$ cat src/rtl/pxb_pkg.sv
package pxb_pkg;
  localparam logic [7:0] OP_WR     = 8'h00;
  localparam logic [7:0] OP_WR_INC = 8'h04;
  localparam logic [7:0] OP_RD     = 8'h10;
  localparam logic [7:0] OP_RD_INC = 8'h14;
  localparam logic [7:0] RSP_FLAG  = 8'h80;
  localparam logic [7:0] RSP_NONE  = 8'hFF;

  typedef enum logic [1:0] {K_WRITE, K_READ, K_NONE} req_kind_t;
  typedef enum logic [1:0] {ST_RX, ST_WR, ST_RD, ST_FLUSH} seq_state_t;
endpackage

$ cat src/rtl/pxb_req_parser.sv
module pxb_req_parser
  import pxb_pkg::*;
#(
  parameter int WR_WORDS = 1,
  parameter int RD_WORDS = 256,
  localparam int WIW = (WR_WORDS > 1) ? $clog2(WR_WORDS) : 1
) (
  input  logic           clk,
  input  logic           rst_n,
  input  logic           take,
  input  logic [7:0]     in_data,
  input  logic           in_sop,
  input  logic           in_eop,
  input  logic [WIW-1:0] wr_idx,
  output logic           done,
  output req_kind_t      kind,
  output logic [7:0]     opcode,
  output logic [15:0]    byte_cnt,
  output logic [31:0]    base_addr,
  output logic [13:0]    nwords,
  output logic [31:0]    wr_word
);
  localparam int CAPB = WR_WORDS * 4;

  logic        in_pkt;
  logic [3:0]  hidx;
  logic [16:0] pay_cnt;
  logic [7:0]  op_q;
  logic [15:0] cnt_q;
  logic [31:0] addr_q;
  logic        done_q;
  req_kind_t   kind_c;
  logic        single, cnt_ok, hdr_end_ok, pay_end_ok, store;
  logic [16:0] limit;
  logic [WR_WORDS*32-1:0] wflat;

  always_comb begin
    case (op_q)
      OP_WR, OP_WR_INC: kind_c = K_WRITE;
      OP_RD, OP_RD_INC: kind_c = K_READ;
      default:          kind_c = K_NONE;
    endcase
    single     = !op_q[2];
    limit      = (kind_c == K_WRITE) ? 17'(CAPB) : 17'(RD_WORDS * 4);
    cnt_ok     = single ? (cnt_q == 16'd4)
                        : (cnt_q != 16'd0 && cnt_q[1:0] == 2'b00 && {1'b0, cnt_q} <= limit);
    hdr_end_ok = (kind_c == K_NONE) || (kind_c == K_READ && cnt_ok);
    pay_end_ok = (kind_c == K_NONE) ||
                 (kind_c == K_WRITE && cnt_ok && (pay_cnt + 17'd1) == {1'b0, cnt_q});
    store      = take && !in_sop && in_pkt && hidx == 4'd8 && pay_cnt < 17'(CAPB);
  end

  always_ff @(posedge clk or negedge rst_n) begin
    if (!rst_n) begin
      in_pkt  <= 1'b0;
      hidx    <= 4'd0;
      pay_cnt <= '0;
      op_q    <= '0;
      cnt_q   <= '0;
      addr_q  <= '0;
      done_q  <= 1'b0;
    end else begin
      done_q <= 1'b0;
      if (take) begin
        if (in_sop) begin
          in_pkt  <= !in_eop;
          hidx    <= 4'd1;
          op_q    <= in_data;
          cnt_q   <= '0;
          pay_cnt <= '0;
        end else if (in_pkt) begin
          if (hidx != 4'd8) begin
            case (hidx)
              4'd2: cnt_q[15:8]   <= in_data;
              4'd3: cnt_q[7:0]    <= in_data;
              4'd4: addr_q[31:24] <= in_data;
              4'd5: addr_q[23:16] <= in_data;
              4'd6: addr_q[15:8]  <= in_data;
              4'd7: addr_q[7:0]   <= in_data;
              default: ;
            endcase
            hidx <= hidx + 4'd1;
            if (in_eop) begin
              in_pkt <= 1'b0;
              done_q <= (hidx == 4'd7) && hdr_end_ok;
            end
          end else begin
            if (!pay_cnt[16]) pay_cnt <= pay_cnt + 17'd1;
            if (in_eop) begin
              in_pkt <= 1'b0;
              done_q <= pay_end_ok;
            end
          end
        end
      end
    end
  end

  for (genvar w = 0; w < WR_WORDS; w++) begin : g_wbuf
    logic [31:0] word_q;
    always_ff @(posedge clk or negedge rst_n) begin
      if (!rst_n) word_q <= '0;
      else if (store && pay_cnt[16:2] == 15'(w)) word_q[8*pay_cnt[1:0] +: 8] <= in_data;
    end
    assign wflat[32*w +: 32] = word_q;
  end

  always_comb begin
    wr_word = '0;
    for (int w = 0; w < WR_WORDS; w++)
      if (wr_idx == WIW'(w)) wr_word = wflat[32*w +: 32];
  end

  assign done      = done_q;
  assign kind      = kind_c;
  assign opcode    = op_q;
  assign byte_cnt  = cnt_q;
  assign base_addr = addr_q;
  assign nwords    = single ? 14'd1 : cnt_q[15:2];

  // a request is only released by a final byte that ended a packet
  p_done_after_eop_r6: assert property (@(posedge clk) disable iff (!rst_n)
    done_q |-> $past(take && in_eop && !in_sop));
endmodule

$ cat src/rtl/pxb_rsp_tx.sv
module pxb_rsp_tx (
  input  logic        clk,
  input  logic        rst_n,
  input  logic        load,
  input  logic [31:0] load_word,
  input  logic        load_first,
  input  logic        load_last,
  output logic        busy,
  output logic        out_valid,
  input  logic        out_ready,
  output logic [7:0]  out_data,
  output logic        out_sop,
  output logic        out_eop
);
  logic [31:0] sh_q;
  logic [2:0]  left_q;
  logic        first_q, last_q;

  assign busy      = (left_q != 3'd0);
  assign out_valid = busy;
  assign out_data  = sh_q[7:0];
  assign out_sop   = first_q && left_q == 3'd4;
  assign out_eop   = last_q && left_q == 3'd1;

  always_ff @(posedge clk or negedge rst_n) begin
    if (!rst_n) begin
      sh_q    <= '0;
      left_q  <= 3'd0;
      first_q <= 1'b0;
      last_q  <= 1'b0;
    end else if (busy) begin
      if (out_ready) begin
        sh_q   <= {8'h00, sh_q[31:8]};
        left_q <= left_q - 3'd1;
      end
    end else if (load) begin
      sh_q    <= load_word;
      left_q  <= 3'd4;
      first_q <= load_first;
      last_q  <= load_last;
    end
  end

  // a stalled byte keeps its value and flags
  p_out_hold_r11: assert property (@(posedge clk) disable iff (!rst_n)
    out_valid && !out_ready |=> out_valid && $stable(out_data) && $stable(out_sop) && $stable(out_eop));
  // the sequencer never hands over a word while bytes are still pending
  p_load_idle_r9: assert property (@(posedge clk) disable iff (!rst_n)
    load |-> !busy);
endmodule

$ cat src/rtl/pkt_xact_bridge.sv
module pkt_xact_bridge
  import pxb_pkg::*;
#(
  parameter int WR_WORDS = 1,
  parameter int RD_WORDS = 256
) (
  input  logic        clk,
  input  logic        rst_n,
  input  logic        in_valid,
  output logic        in_ready,
  input  logic [7:0]  in_data,
  input  logic        in_sop,
  input  logic        in_eop,
  output logic        out_valid,
  input  logic        out_ready,
  output logic [7:0]  out_data,
  output logic        out_sop,
  output logic        out_eop,
  output logic        bus_req,
  output logic        bus_we,
  output logic [31:0] bus_addr,
  output logic [31:0] bus_wdata,
  input  logic        bus_ack,
  input  logic [31:0] bus_rdata
);
  localparam int WIW = (WR_WORDS > 1) ? $clog2(WR_WORDS) : 1;

  seq_state_t  state_q, state_d;
  logic [13:0] widx_q;
  logic [31:0] addr_q;
  logic        take, p_done, last_word, step;
  req_kind_t   p_kind;
  logic [7:0]  p_op;
  logic [15:0] p_cnt;
  logic [31:0] p_base, p_wr_word;
  logic [13:0] p_nwords;
  logic        ld, ld_first, ld_last, tx_busy;
  logic [31:0] ld_word;

  assign in_ready = (state_q == ST_RX) && !p_done;
  assign take     = in_valid && in_ready;

  pxb_req_parser #(.WR_WORDS(WR_WORDS), .RD_WORDS(RD_WORDS)) u_parse (
    .clk(clk), .rst_n(rst_n), .take(take), .in_data(in_data), .in_sop(in_sop),
    .in_eop(in_eop), .wr_idx(widx_q[WIW-1:0]), .done(p_done), .kind(p_kind),
    .opcode(p_op), .byte_cnt(p_cnt), .base_addr(p_base), .nwords(p_nwords),
    .wr_word(p_wr_word)
  );

  pxb_rsp_tx u_tx (
    .clk(clk), .rst_n(rst_n), .load(ld), .load_word(ld_word), .load_first(ld_first),
    .load_last(ld_last), .busy(tx_busy), .out_valid(out_valid), .out_ready(out_ready),
    .out_data(out_data), .out_sop(out_sop), .out_eop(out_eop)
  );

  assign last_word = (widx_q == p_nwords - 14'd1);
  assign bus_addr  = addr_q;
  assign step      = bus_req && bus_ack && !last_word;

  always_comb begin
    state_d   = state_q;
    ld        = 1'b0;
    ld_word   = '0;
    ld_first  = 1'b1;
    ld_last   = 1'b1;
    bus_req   = 1'b0;
    bus_we    = 1'b0;
    bus_wdata = '0;
    case (state_q)
      ST_RX: if (p_done) begin
        case (p_kind)
          K_WRITE: state_d = ST_WR;
          K_READ:  state_d = ST_RD;
          default: begin
            ld      = 1'b1;
            ld_word = {24'h0, RSP_NONE};
            state_d = ST_FLUSH;
          end
        endcase
      end
      ST_WR: begin
        bus_req   = 1'b1;
        bus_we    = 1'b1;
        bus_wdata = p_wr_word;
        if (bus_ack && last_word) begin
          ld      = 1'b1;
          ld_word = {p_cnt[7:0], p_cnt[15:8], 8'h00, p_op | RSP_FLAG};
          state_d = ST_FLUSH;
        end
      end
      ST_RD: begin
        bus_req = !tx_busy;
        if (bus_req && bus_ack) begin
          ld       = 1'b1;
          ld_word  = bus_rdata;
          ld_first = (widx_q == 14'd0);
          ld_last  = last_word;
          if (last_word) state_d = ST_FLUSH;
        end
      end
      default: if (!tx_busy) state_d = ST_RX;
    endcase
  end

  always_ff @(posedge clk or negedge rst_n) begin
    if (!rst_n) begin
      state_q <= ST_RX;
      widx_q  <= '0;
      addr_q  <= '0;
    end else begin
      state_q <= state_d;
      if (state_q == ST_RX && p_done) begin
        widx_q <= '0;
        addr_q <= p_base;
      end else if (step) begin
        widx_q <= widx_q + 14'd1;
        addr_q <= addr_q + 32'd4;
      end
    end
  end

  // an access waiting for ack keeps its request and its fields
  p_bus_hold_r10: assert property (@(posedge clk) disable iff (!rst_n)
    bus_req && !bus_ack |=> bus_req && $stable(bus_addr) && $stable(bus_we) && $stable(bus_wdata));
  // no new request byte is taken while work for the last one is pending
  p_rx_closed_r9: assert property (@(posedge clk) disable iff (!rst_n)
    (bus_req || out_valid) |-> !in_ready);
endmodule

$ cat config.mk
export PLATFORM = sky130hd
export DESIGN_NAME = pkt_xact_bridge
export DESIGN_NICKNAME = d
export VERILOG_FILES = /design/src/rtl/pxb_pkg.sv /design/src/rtl/pxb_req_parser.sv /design/src/rtl/pxb_rsp_tx.sv /design/src/rtl/pkt_xact_bridge.sv
export SDC_FILE = /design/constraint.sdc
export NUM_CORES = 1
export LEC_CHECK = 0
export BUFFER_PORTS_ARGS = -buffer_cell sky130_fd_sc_hd__buf_2
export CAP_MARGIN = 25
export CORE_MARGIN = 10
export CORE_UTILIZATION = 40
export DETAILED_ROUTE_END_ITERATION = 8
export PLACE_DENSITY = 0.69
export SYNTH_ARGS = -nofsm -noshare
export SYNTH_HDL_FRONTEND = slang
export SYNTH_SLANG_ARGS = --single-unit
$ cat constraint.sdc
create_clock -name clk -period 10.24 [get_ports clk]
set_input_delay 2.048 -clock clk [delete_from_list [all_inputs] [get_ports clk]]
set_output_delay 2.048 -clock clk [all_outputs]
set_load 0.01 [all_outputs]
* Word level (Yosys, flattened, before mapping) *
Cells that the tools add are included.

word-level totals
  logic and storage cells = 179
  flip-flop bits (word level) = 196
  output and inout port bits = 78
  input bits = 47

operators by class
  muxes and demuxes = 61
  equality and inequality tests = 28
  bitwise operators = 2
  reduce and logical (&&, ||, !) cells = 57
  shifts and indexed selects = 2
  add/sub/neg operators = 7
  order comparisons = 2

operator list
  kind                       count
  $mux W32                   9
  $pmux W32 S3               1
  $mux W17                   4
  $mux W16                   3
  $mux W14                   3
  $neg A5 Y34                1
  $shift A8 B34 Y32 const A  1
  $shiftx A8 B34 Y32         1
  $add A32 B3 Y32 const B    1
  $bwmux W32                 1
  $mux W8                    4
  $reduce_and A5 Y1          5
  $logic_and A1 B1 Y1        20
  $mux W1                    19
  $add A17 B1 Y17 const B    1
  $eq A17 B16 Y1             1
  $le A16 B17 Y1             1
  $lt A17 B3 Y1 const B      1
  $eq A16 B3 Y1 const B      1
  $eq A4 B3 Y1 const B       4
  $eq A8 B5 Y1 const B       2
  $reduce_bool A16 Y1        1
  $logic_not A15 Y1          1
  $add A14 B1 Y14 const B    1
  other kinds (35)           72

* Longest topological paths before layout *
Gate-level depths: netlist (run 1).

  depth in word-level cells = 16
  mapped depth = 18
  depth with buffers taken out = 12

* By module *
Synthesis (run 1) repeated with hierarchy kept, for this count alone.

unflattened totals
  cell total of the unflattened synthesis = 1354
  area total of the unflattened synthesis = 11788.8 um^2

by module, submodules not included
  module           area each (um^2)  cells each  instances
  pxb_req_parser   5700.5            615         1
  pkt_xact_bridge  4391.7            566         1
  pxb_rsp_tx       1696.6            173         1

* Least setup slack after synthesis (run 1) *
No wires, ideal clock.

  path kind = reg2reg
  start point = reg u_parse.op_q[2] (netlist: u_parse.opcode[2])
  end point = reg u_tx.sh_q[12]
  path buffers = 7
  required time = 10.113 ns
  arrival time = 3.792 ns
  slack = 6.320 ns
  setup time = 0.127 ns
  cell stages (with the launch flop) = 18
  path through = dfrtp_1 -> buf_2 -> clkbuf_1 -> clkbuf_1 -> nand2_1 -> ha_1 -> clkbuf_1 -> or4b_2 -> o211ai_1 -> xnor2_1 -> o21ai_0 -> nor3_1 -> a41o_1 -> buf_4 -> and2_1 -> buf_4 -> buf_6 -> mux2_1

on the way
  longest elaborated chain between the ends = 10
  elaborated cells on any way between the ends = 20
  classes of those cells = add/sub (1); eq/ne (5); mux (6); reduce/logical (8)

ends and longest elaborated chain
  element                                                                  line                   source
  from (decl)                                                              pxb_req_parser.sv:28   logic [7:0] op_q;
  from (signal assigned)                                                   pxb_req_parser.sv:68   op_q <= in_data;
  parallel branches: the longest is 7 deep, another holds $sub A14 B1 Y14  --
  $pmux W1 S3 (*)                                                          pkt_xact_bridge.sv:69  case (state_q)
  $reduce_bool A2 Y1 (no source line) (*)                                  --
  $reduce_and A2 Y1 (no source line) (*)                                   --
  to (signal assigned)                                                     pxb_rsp_tx.sv:33       sh_q <= {8'h00, sh_q[31:8]};
  to (signal assigned)                                                     pxb_rsp_tx.sv:37       sh_q <= load_word;
  to (decl)                                                                pxb_rsp_tx.sv:15       logic [31:0] sh_q;

Mark *: on every way between the ends.
A chain may end at the register's enable or synchronous reset.

* Worst setup path in the final report (run 1) *
  start point = reg u_parse.op_q[2] (netlist: u_parse.opcode[2])
  end point = reg u_tx.sh_q[8]

The elaborated chain is that of the path after synthesis.

==> flow_summary.yaml, run 1 <==
status:
  status: "finished clean"
pwr:
  ir_worst_vdd_mv: 0.137
  power_density_nw_per_um2: 225
  p_leak_nw: 5.50
  total_power_w: 0.00284
layout:
  regArea_sq_um: 4900
  syn_to_final_growth_pct: 12.2
  layout-drive-gt1-share_pct: 17.7
  multiInputGateArea_sq_um: 5730
  final_common_cell: "dfrtp_1"
  nets: 1366
  post-route-cell-area_sq_um: 12600
  final_cells: 1687
  mostFrequentLayoutCells: "dfrtp_1 (196), nand2_1 (174), buf_2 (123), o21ai_0 (101), a21oi_1 (78)"
  n_fill_cell: 2744
  fin_util_pct: 45.4
drt:
  dr.pass1.iters: 5
  routed_wl_mm: 31.9
  vias: 9682
  wl_per_cell_um: 18.9
  vias_per_cell: 5.74
  ant_nets: 0
  drc_errors: 0
  drt_iter0_markers: 835
timing:
  fin_worst_skew_ns: 0.0173
  maxSlewViolCount: 0
  setup_tns_ns: 0
  report.final.setup_viol: 0
  period_minus_slack_ns: 4.95
  rsz0062_at_grt: "no"
  worst_pin_slew_ns: 0.955
  min_period_over_period_pct: 48.3
  fmax_mhz: 202
  slew_headroom_pct: 36.2
  finalHoldViolCount: 0
global_route:
  grt_pass1_vias: 9305
  grt-ovfl-total: 0
  grt_pass1_wl_mm: 51.0
  grt.total_usage_pct: 17.7
  grt_max_degree: 127
  antenna_found_initial: 2
synth:
  syn_nets: 1321
  async_reset_ff_share_pct: 100
  synth_area_sq_um: 11200
  synth-seq-area-share_pct: 43.7
  synth_cells: 1251
  synth_edf_count: 0
  synth_ff_type: "dfrtp_1"
  ys_types: 69
  yosys_warnings: 0
  ys_ff_latch: 196
  avgSynthCellArea_sq_um: 8.98
clocking:
  root_buffer: "clkbuf_16"
  postCtsHoldBufs: 0
  clockBufferDepth: 2
  insertion_delay_ns: 0.44
  cts_tree: "built"
  htree_levels: 4
  cts.repair.resized: 0
  cts_made_buffers: 17
  path_clk_slew_ns: 0.08
  cts_num_sinks: 196
  post_cts_buffers: 0
place:
  globalplace.congestion: 0.927
  dp_hpwl_mm: 21.7
  placed_cells: 1651
  place_area_sq_um: 11900
  port_buffers: 124
floorplanning:
  io_pins: 125
  core_area_sq_um: 27800
  die_w_um: 188
  rows: 61
  fp.dieH_um: 188
  die_area_sq_um: 35200
  initial_utilization_pct: 40.4
critical_path:
  cp_slowest_cell: "dfrtp_1"
  crit_path_end_kind: "flop"
  worstRegToRegCells: 13
  crit_chain: "inv_1, nor2_1, ha_1, xor2_1, xnor2_1, nor4_1, nand4_1, a2111oi_4, buf_4, a41o_1, and2_1, buf_16, mux2_2"
  crit_type: "reg -> reg"
  startpoint_type: "flop"
  cp_max_fo: 34
  reg2reg_slack_ns: 5.29
  worstPathArrival_ns: 5.27
  worstPathRequired_ns: 10.56
  max_stage_delay_ns: 0.86
hold_path:
  min_path_type: "reg -> reg"
  holdPathStages: 2
flow_run:
  maxCapViolCount: 0
-- where the power goes --
| group | switching [W] | internal [W] | leakage (nW) | total, W |
|---|---|---|---|---|
| sequential | 0.000225 | 0.000960 | 2.46 | 0.00119 |
| clock | 0.000324 | 0.000350 | 0.278 | 0.000674 |
| combinational | 0.000552 | 0.000424 | 2.77 | 0.000976 |
-- cell usage after synthesis, drive strengths merged, types with 4 or more instances --
cell / count / area share, %
nand3: 35 / 1.6
a31oi: 13 / 0.72
and3: 18 / 1.0
mux2: 49 / 4.9
nand2b: 8 / 0.45
a211oi: 12 / 0.80
nand2: 174 / 5.8
inv: 36 / 1.2
nor3: 17 / 0.76
a22o: 24 / 1.9
a21oi: 78 / 3.5
a2111oi: 15 / 1.4
xor2: 13 / 1.0
nor2: 74 / 2.5
o31ai: 7 / 0.47
nand4: 24 / 1.3
dfrtp: 196 / 44
xnor2: 51 / 4.0
a22oi: 14 / 0.94
nor2b: 7 / 0.39
a221oi: 7 / 0.55
ha: 23 / 2.6
o21ai: 103 / 4.6
or4: 7 / 0.50
mux2i: 8 / 0.71
nand3b: 4 / 0.27
a31o: 10 / 0.78
and4: 6 / 0.47
clkbuf: 83 / 2.8
nor4: 13 / 0.78
nor3b: 7 / 0.47
buf: 26 / 1.4
and2: 40 / 2.2
a41o: 5 / 0.45
-- cells by family (layout without fill, tap and decap cells) --
kind of cell	count (synthesis)	after routing	synth area share (%)
simple gates	450	450	19.7
compound gates	315	315	18.1
flops	196	196	43.7
buf+inv	146	203	5.45
xor+xnor	64	64	4.99
mux	57	57	5.62
fa+ha+maj	23	23	2.56
other cells	0	1	0
-- through the flow --
step	setup slack, ns	hold WS (ns)
6_report	5.29	0.477
5_1_grt	4.90	0.497
4_1_cts	5.38	0.480
3_5_place_dp	5.40	0.460
3_3_place_gp	5.10	0.454
2_1_floorplan	6.32	0.433
-- worst paths after layout --
kind | start | endpoint
worst max-delay path | u_parse.opcode[2]$_DFFE_PN0P_ | u_tx.sh_q[8]$_DFFE_PN0P_
worst min register to register | u_parse.base_addr[19]$_DFFE_PN0P_ | bus_addr[19]$_DFFE_PN0P_
max in group asynchronous | rst_n | u_tx.sh_q[2]$_DFFE_PN0P_
min in group asynchronous | rst_n | u_tx.left_q[2]$_DFFE_PN0P_
worst max register to register | u_parse.opcode[2]$_DFFE_PN0P_ | u_tx.sh_q[8]$_DFFE_PN0P_
worst min-delay path | u_parse.base_addr[19]$_DFFE_PN0P_ | bus_addr[19]$_DFFE_PN0P_
-- area by class of cell --
cell class              instances  share of cell area, %
well taps                     378                   3.75
repair buffers                135                   6.13
diodes                          1                 0.0199
multi-input cells             909                   45.4
inverters                      37                   1.10
flip-flops and latches        196                   38.9
clock inverters                13                   1.17
clock buffers                  18                   3.48
-- state kept, by name, summed over array words and instances (netlist names) --
signal / flops
u_tx.first_q: 1
u_parse.in_pkt: 1
u_parse.hidx: 4
u_parse.base_addr: 32
u_parse.pay_cnt: 17
bus_addr: 32
widx_q: 14
state_q: 2
u_parse.byte_cnt: 16
u_tx.left_q: 3
u_parse.opcode: 8
u_parse.g_wbuf.word_q: 32
u_parse.done: 1
u_tx.sh_q: 32
u_tx.last_q: 1
-- worst max-delay path: cells and delay by family (launching register included) --
kind / cells / cell delay, ns
XOR/XNOR: 2 / 0.31
buffers and inverters: 3 / 0.82
adder cells (fa/ha/maj): 1 / 0.40
AO/OA/AOI/OAI: 2 / 0.89
multiplexers: 1 / 0.35
AND/OR/NAND/NOR: 4 / 1.18
flip-flops: 1 / 0.86
-- routing by layer --
layer | part of all wire (%) | track usage (%) | vias up
li1 | - | - | 4524
met3 | 7.6 | 4.34 | 38
met2 | 46 | 27.1 | 358
met5 | 0.022 | 0 | -
met4 | 1.3 | 5.11 | 2
met1 | 45 | 24.3 | 4760
No activity file was read; power rests on OpenSTA's default activity.
==> inputs of run 2 (changes only) <==
--- a/config.mk
+++ b/config.mk
@@ -5,12 +5,13 @@
 export SDC_FILE = /design/constraint.sdc
 export NUM_CORES = 1
 export LEC_CHECK = 0
+export ABC_AREA = 1
 export BUFFER_PORTS_ARGS = -buffer_cell sky130_fd_sc_hd__buf_2
 export CAP_MARGIN = 25
 export CORE_MARGIN = 10
 export CORE_UTILIZATION = 40
 export DETAILED_ROUTE_END_ITERATION = 8
-export PLACE_DENSITY = 0.69
+export PLACE_DENSITY = 0.71
 export SYNTH_ARGS = -nofsm -noshare
 export SYNTH_HDL_FRONTEND = slang
 export SYNTH_SLANG_ARGS = --single-unit
==> constraint.sdc (replaced) <==
create_clock -name clk -period 4.5 [get_ports clk]
set_input_delay 0.9 -clock clk [delete_from_list [all_inputs] [get_ports clk]]
set_output_delay 0.9 -clock clk [all_outputs]
set_load 0.01 [all_outputs]
==> run 2 against run 1 <==
Effect of this change:
- critical path depth rose by 2
- design area increased by 4.6%
- clock skew up 0.0030 ns
- register-to-register slack worse by 4.5 ns
- synthesized cell count increased by 29%
- area after synthesis increased by 4.1%
- maximum frequency grew 32%
- core utilization grew 0.45 points
- via count grew 16%
- routed wire length up 8.5%
- non-clock buffer count increased by 1
- combinational power rose to 3.0 times the previous value
- critical endpoint is now bus_addr[10]$_DFFE_PN0P_
- highest routed layer unchanged
==> flow_summary.yaml, run 2 <==
floorplanning:
  initial_utilization_pct: 40.6
  core_area_sq_um: 28800
  io_pins: 125
  die_area_sq_um: 36500
  fp.dieH_um: 191
  rows: 62
  die_w_um: 191
drt:
  routed_wl_mm: 34.7
  vias_per_cell: 5.34
  vias: 11200
  drt_iter0_markers: 1181
  ant_nets: 0
  drc_errors: 0
  wl_per_cell_um: 16.5
  dr.pass1.iters: 6
place:
  port_buffers: 124
  place_ws_ns: 0.839
  place_area_sq_um: 12500
  dp_hpwl_mm: 25.6
  globalplace.congestion: 0.949
synth:
  synth_top_area_cell: "dfrtp_1"
  synth_edf_count: 0
  synth-seq-area-share_pct: 42.0
  synth_ff_type: "dfrtp_1"
  synth-adder-area-share_pct: 2.46
  avgSynthCellArea_sq_um: 7.22
  ys_ff_latch: 196
  ys_top_cells_by_area: "dfrtp_1 (42%), nand2_1 (16%), nand3_1 (7.5%), o21ai_0 (5.7%), inv_1 (5.1%)"
  muxShareOfSynthArea_pct: 0
  synthSimpleGateAreaFrac_pct: 33.6
  synth_top_family_by_area: "simple AND/OR/NAND/NOR gates"
  yosysTopAreaCellShare_pct: 42.0
  synth_compound_area_share_pct: 10.4
  ys_types: 49
  synth-xor-area-share_pct: 3.56
  synth_common_cells: "nand2_1 (487), dfrtp_1 (196), nand3_1 (176)"
  synth_area_sq_um: 11700
  synth_cells: 1618
  synth_most_common_cell: "nand2_1"
  async_reset_ff_share_pct: 100
  syn_nets: 1688
  yosys_warnings: 0
global_route:
  grt_pass1_wl_mm: 55.7
  grt_max_degree: 106
  antenna_found_initial: 1
  grt.total_usage_pct: 18.8
  grt-ovfl-total: 0
  grt_pass1_vias: 10500
pwr:
  total_power_w: 0.00726
  power_density_nw_per_um2: 550
  p_leak_nw: 6.39
  ir_worst_vdd_mv: 0.229
critical_path:
  crit-reg2reg-launch: "u_parse.opcode[2]$_DFFE_PN0P_"
  cp_max_fo: 26
  worstPathArrival_ns: 4.12
  crit_type: "reg -> reg"
  worstPathRequired_ns: 4.87
  reg2reg_slack_ns: 0.75
  worstRegToRegCells: 15
  r2r-end: "bus_addr[10]$_DFFE_PN0P_"
  startpoint_type: "flop"
  crit_path_end_kind: "flop"
hold_path:
  holdCritStartpoint: "u_parse.base_addr[22]$_DFFE_PN0P_"
  min_path_type: "reg -> reg"
  whs_endpoint: "u_parse.base_addr[22]$_DFFE_PN0P_"
  holdPathStages: 2
clocking:
  cts.repair.resized: 0
  root_buffer: "clkbuf_16"
  postCtsHoldBufs: 0
  clockBufferDepth: 2
  path_clk_slew_ns: 0.08
  post_cts_buffers: 0
  htree_levels: 4
  cts_tree: "built"
  cts_num_sinks: 196
  insertion_delay_ns: 0.46
  cts_made_buffers: 17
timing:
  worst_pin_slew_ns: 0.987
  fin_worst_skew_ns: 0.0203
  report.final.setup_viol: 0
  slew_headroom_pct: 34.2
  fmax_mhz: 267
  finalHoldViolCount: 0
  period_minus_slack_ns: 3.75
  min_period_over_period_pct: 83.3
  maxSlewViolCount: 0
  hold_slack_ns: 0.488
  setup_tns_ns: 0
  rsz0062_at_grt: "no"
  layout_setup_ws_ns: 0.750
layout:
  n_fill_cell: 2845
  mostFrequentLayoutCells: "nand2_1 (487), dfrtp_1 (196), nand3_1 (176), inv_1 (158), nor2_1 (143)"
  nets: 1777
  layout-drive-gt1-share_pct: 11.3
  syn_to_final_growth_pct: 12.8
  post-route-cell-area_sq_um: 13200
  regArea_sq_um: 4900
  final_common_cell: "nand2_1"
  diodes: 0
  multiInputGateArea_sq_um: 5850
status:
  status: "finished clean"
flow_run:
  maxCapViolCount: 0
run 2: layout make-up:
cell class | instances | share of cell area [%]
multi-input combinational | 1194 | 44.3
inverter | 162 | 4.61
clock buffer | 17 | 3.23
tap | 384 | 3.64
timing repair buffer | 136 | 5.59
clock inverter | 15 | 1.39
sequential | 196 | 37.2
run 2: power by group:
part | leakage, nW | internal, W | total [W] | switching, W
sequential | 2.64 | 0.00218 | 0.00274 | 0.000562
combinational | 3.45 | 0.00101 | 0.00294 | 0.00194
clock | 0.297 | 0.000759 | 0.00157 | 0.000814
run 2: cells by family after synthesis:
group,count (synthesis)
and+or+nand+nor,910
buffers and inverters,228
AOI/OAI and AO/OA,215
DFF,196
xor gates and xnor gates,46
adders and majority gates,23
run 2: worst max path at each step:
stage	startpoint	endpoint	slack, ns	cells after the start
2_1_floorplan	state_q[1]$_DFFE_PN0P_	bus_wdata[10]	2.08	6
3_3_place_gp	u_parse.opcode[2]$_DFFE_PN0P_	bus_addr[10]$_DFFE_PN0P_	0.96	15
3_5_place_dp	u_parse.opcode[2]$_DFFE_PN0P_	bus_addr[10]$_DFFE_PN0P_	0.84	15
4_1_cts	u_parse.opcode[2]$_DFFE_PN0P_	bus_addr[10]$_DFFE_PN0P_	0.83	15
5_1_grt	u_parse.opcode[2]$_DFFE_PN0P_	bus_addr[28]$_DFFE_PN0P_	0.42	15
6_report	u_parse.opcode[2]$_DFFE_PN0P_	bus_addr[10]$_DFFE_PN0P_	0.75	15
run 2: routing by layer:
layer	up-vias	track usage, %	part of all wire (%)
met4	2	5.15	1.6
met5	-	0	0.038
met2	402	29.8	47
met3	38	3.19	6.2
li1	5442	-	-
met1	5343	25.9	46
run 2: metrics by stage:
stage,util (%),cells
2_1_floorplan,-,1618
3_3_place_gp,43.6,2070
3_5_place_dp,43.6,2070
4_1_cts,45.7,2102
5_1_grt,45.8,2104
6_report,45.8,2104
run 2: worst max-delay path, stage by stage (launching register included):
cell	delay, ns
dfrtp_1	0.83
inv_2	0.16
nor2_4	0.18
ha_1	0.21
nand3_1	0.19
nor2_1	0.21
nand2_2	0.09
xor2_1	0.18
nand2_1	0.08
nor3b_2	0.15
nand3_1	0.10
nand2_2	0.24
nand2_2	0.38
inv_2	0.47
nand2_1	0.10
o211ai_1	0.10
==> inputs of run 3 (changes only) <==
--- a/config.mk
+++ b/config.mk
@@ -5,7 +5,7 @@
 export SDC_FILE = /design/constraint.sdc
 export NUM_CORES = 1
 export LEC_CHECK = 0
-export ABC_AREA = 1
+export ABC_AREA = 0
 export BUFFER_PORTS_ARGS = -buffer_cell sky130_fd_sc_hd__buf_2
 export CAP_MARGIN = 25
 export CORE_MARGIN = 10
==> constraint.sdc (replaced) <==
create_clock -name clk -period 3.2 [get_ports clk]
set_input_delay 0.64 -clock clk [delete_from_list [all_inputs] [get_ports clk]]
set_output_delay 0.64 -clock clk [all_outputs]
set_load 0.01 [all_outputs]
==> run 3 against run 2 <==
Effect of this change:
- combinational power is 24% higher
- clock skew is 0.0019 ns lower
- critical path depth is 5 lower
- largest cell class unchanged
- first-iteration DRC count is 25% lower
- worst hold slack worse by 0.27 ns
- global-route usage is 0.51 points lower
- via count is 10% lower
==> flow_summary.yaml, run 3 (synthesized netlist as in run 1, its figures left out) <==
flow_run:
  maxCapViolCount: 0
drt:
  routed_wl_mm: 33.5
  routedLengthMet1_mm: 15.2
  vias_per_cell: 5.75
  drt_iter0_markers: 891
  wl_per_cell_um: 19.1
  vias: 10100
  wl_met3_mm: 2.58
  dr.pass1.iters: 6
  ant_nets: 0
  drc_errors: 0
  dr_wl_met2_mm: 15.2
  top_layer: "met5"
clocking:
  root_buffer: "clkbuf_16"
  postCtsHoldBufs: 0
  cts_made_buffers: 17
  cts_tree: "built"
  insertion_delay_ns: 0.44
  htree_levels: 4
  path_clk_slew_ns: 0.08
  clockBufferDepth: 2
  cts_num_sinks: 196
place:
  globalplace.congestion: 0.890
  place_ws_ns: 0.0629
  dp_hpwl_mm: 22.9
  place_area_sq_um: 12500
  placed_cells: 1711
  port_buffers: 124
timing:
  layout_setup_ws_ns: 0.0911
  report.final.setup_viol: 0
  maxSlewViolCount: 0
  finalHoldViolCount: 0
  slew_headroom_pct: 35.4
  min_period_over_period_pct: 97.2
  worst_pin_slew_ns: 0.966
  fmax_mhz: 322
  setup_tns_ns: 0
  fin_worst_skew_ns: 0.0184
  period_minus_slack_ns: 3.11
layout:
  syn_to_final_growth_pct: 17.6
  multiInputGateArea_sq_um: 5850
  final_common_cell: "dfrtp_1"
  regArea_sq_um: 4910
  nets: 1430
  mostFrequentLayoutCells: "dfrtp_1 (195), nand2_1 (173), buf_2 (124), o21ai_0 (100), a21oi_1 (76)"
  n_fill_cell: 2692
  layout-drive-gt1-share_pct: 23.0
  final_cells: 1750
  post-route-cell-area_sq_um: 13200
global_route:
  grt-ovfl-total: 0
  grt_pass1_vias: 9612
  grt.total_usage_pct: 18.3
  grt_max_degree: 71
  grt_pass1_wl_mm: 53.1
  antenna_found_initial: 3
pwr:
  power_density_nw_per_um2: 727
  ir_worst_vdd_mv: 0.520
  p_leak_nw: 5.87
critical_path:
  cp_max_fo: 13
  crit_type: "reg -> reg"
  worstPathRequired_ns: 3.52
  startpoint_type: "flop"
  crit_path_end_kind: "flop"
  worstPathArrival_ns: 3.43
floorplanning:
  die_w_um: 188
  io_pins: 125
  initial_utilization_pct: 40.4
  core_area_sq_um: 27800
  die_area_sq_um: 35200
  fp.dieH_um: 188
  rows: 61
status:
  status: "finished clean"
hold_path:
  min_path_type: "in -> async"
run 3: cell types whose count changed in the layout (fill, tap and decap cells not counted), moves of 27 or more:
cell	previous run	this run
mux2_2	0	45
xor2_1	40	13
nand2_1	487	173
buf_4	10	68
nand3_1	176	35
a21oi_1	24	76
nor2_1	143	72
inv_1	158	36
o21ai_0	132	100
xnor2_1	5	51
and2_1	1	38
run 3: repair_timing:
action,CTS,global route
endpoints found under the hold margin,0,0
resized for setup,0,29
buffers inserted,0,7
setup endpoints to repair,0,67
run 3: worst max-delay path, cell delays in order (launching register included):
cell,delay [ns]
dfrtp_1,0.43
or4b_4,0.57
or3_4,0.34
a31o_2,0.23
a21oi_4,0.15
a2111oi_4,0.08
buf_4,0.18
buf_2,0.24
a2111oi_1,0.50
xnor2_1,0.18
o21ai_0,0.09
run 3: per-layer routing:
layer / vias to the layer above / GRT usage (%)
met2: 409 / 28.1
met5: - / 0
met3: 45 / 4.14
met1: 4963 / 25.3
li1: 4637 / -
met4: 4 / 4.89
run 3: worst paths after layout:
kind / startpoint / endpoint / slack, ns / depth (start not counted)
max reg2reg: u_parse.byte_cnt[2]$_DFFE_PN0P_ / bus_addr[11]$_DFFE_PN0P_ / 0.09 / 10
min reg2reg: u_parse.g_wbuf[0].word_q[31]$_DFFE_PN0P_ / u_parse.g_wbuf[0].word_q[31]$_DFFE_PN0P_ / 0.48 / 2
max in group asynchronous: rst_n / u_tx.sh_q[21]$_DFFE_PN0P_ / 2.15 / 2
min in group clk: in_eop / u_parse.in_pkt$_DFFE_PN0P_ / 0.40 / 2
max: u_parse.byte_cnt[2]$_DFFE_PN0P_ / bus_addr[11]$_DFFE_PN0P_ / 0.09 / 10
min: rst_n / u_tx.left_q[1]$_DFFE_PN0P_ / 0.21 / 1
run 3: cell type report:
class	instances	share of cell area, %
Sequential cell	196	37.1
Antenna cell	1	0.0189
Tap cell	378	3.58
Multi-Input combinational cell	909	44.3
Clock buffer	17	3.22
Inverter	37	1.05
Timing Repair Buffer	199	9.39
Clock inverter	13	1.33
run 3: power by group:
group	internal [W]	switching, W	total [W]
Clock	0.00118	0.00105	0.00222
Sequential	0.00307	0.000656	0.00373
Combinational	0.00163	0.00202	0.00365
run 3: stage by stage:
step	util (%)	hold WS (ns)	power, W
floorplan	-	0.344	0.00610
global placement	44.9	0.454	0.00715
detailed placement	44.9	0.462	0.00722
CTS	47.1	0.240	0.00948
global route	47.6	0.247	0.0102
finish	47.6	0.213	0.00960
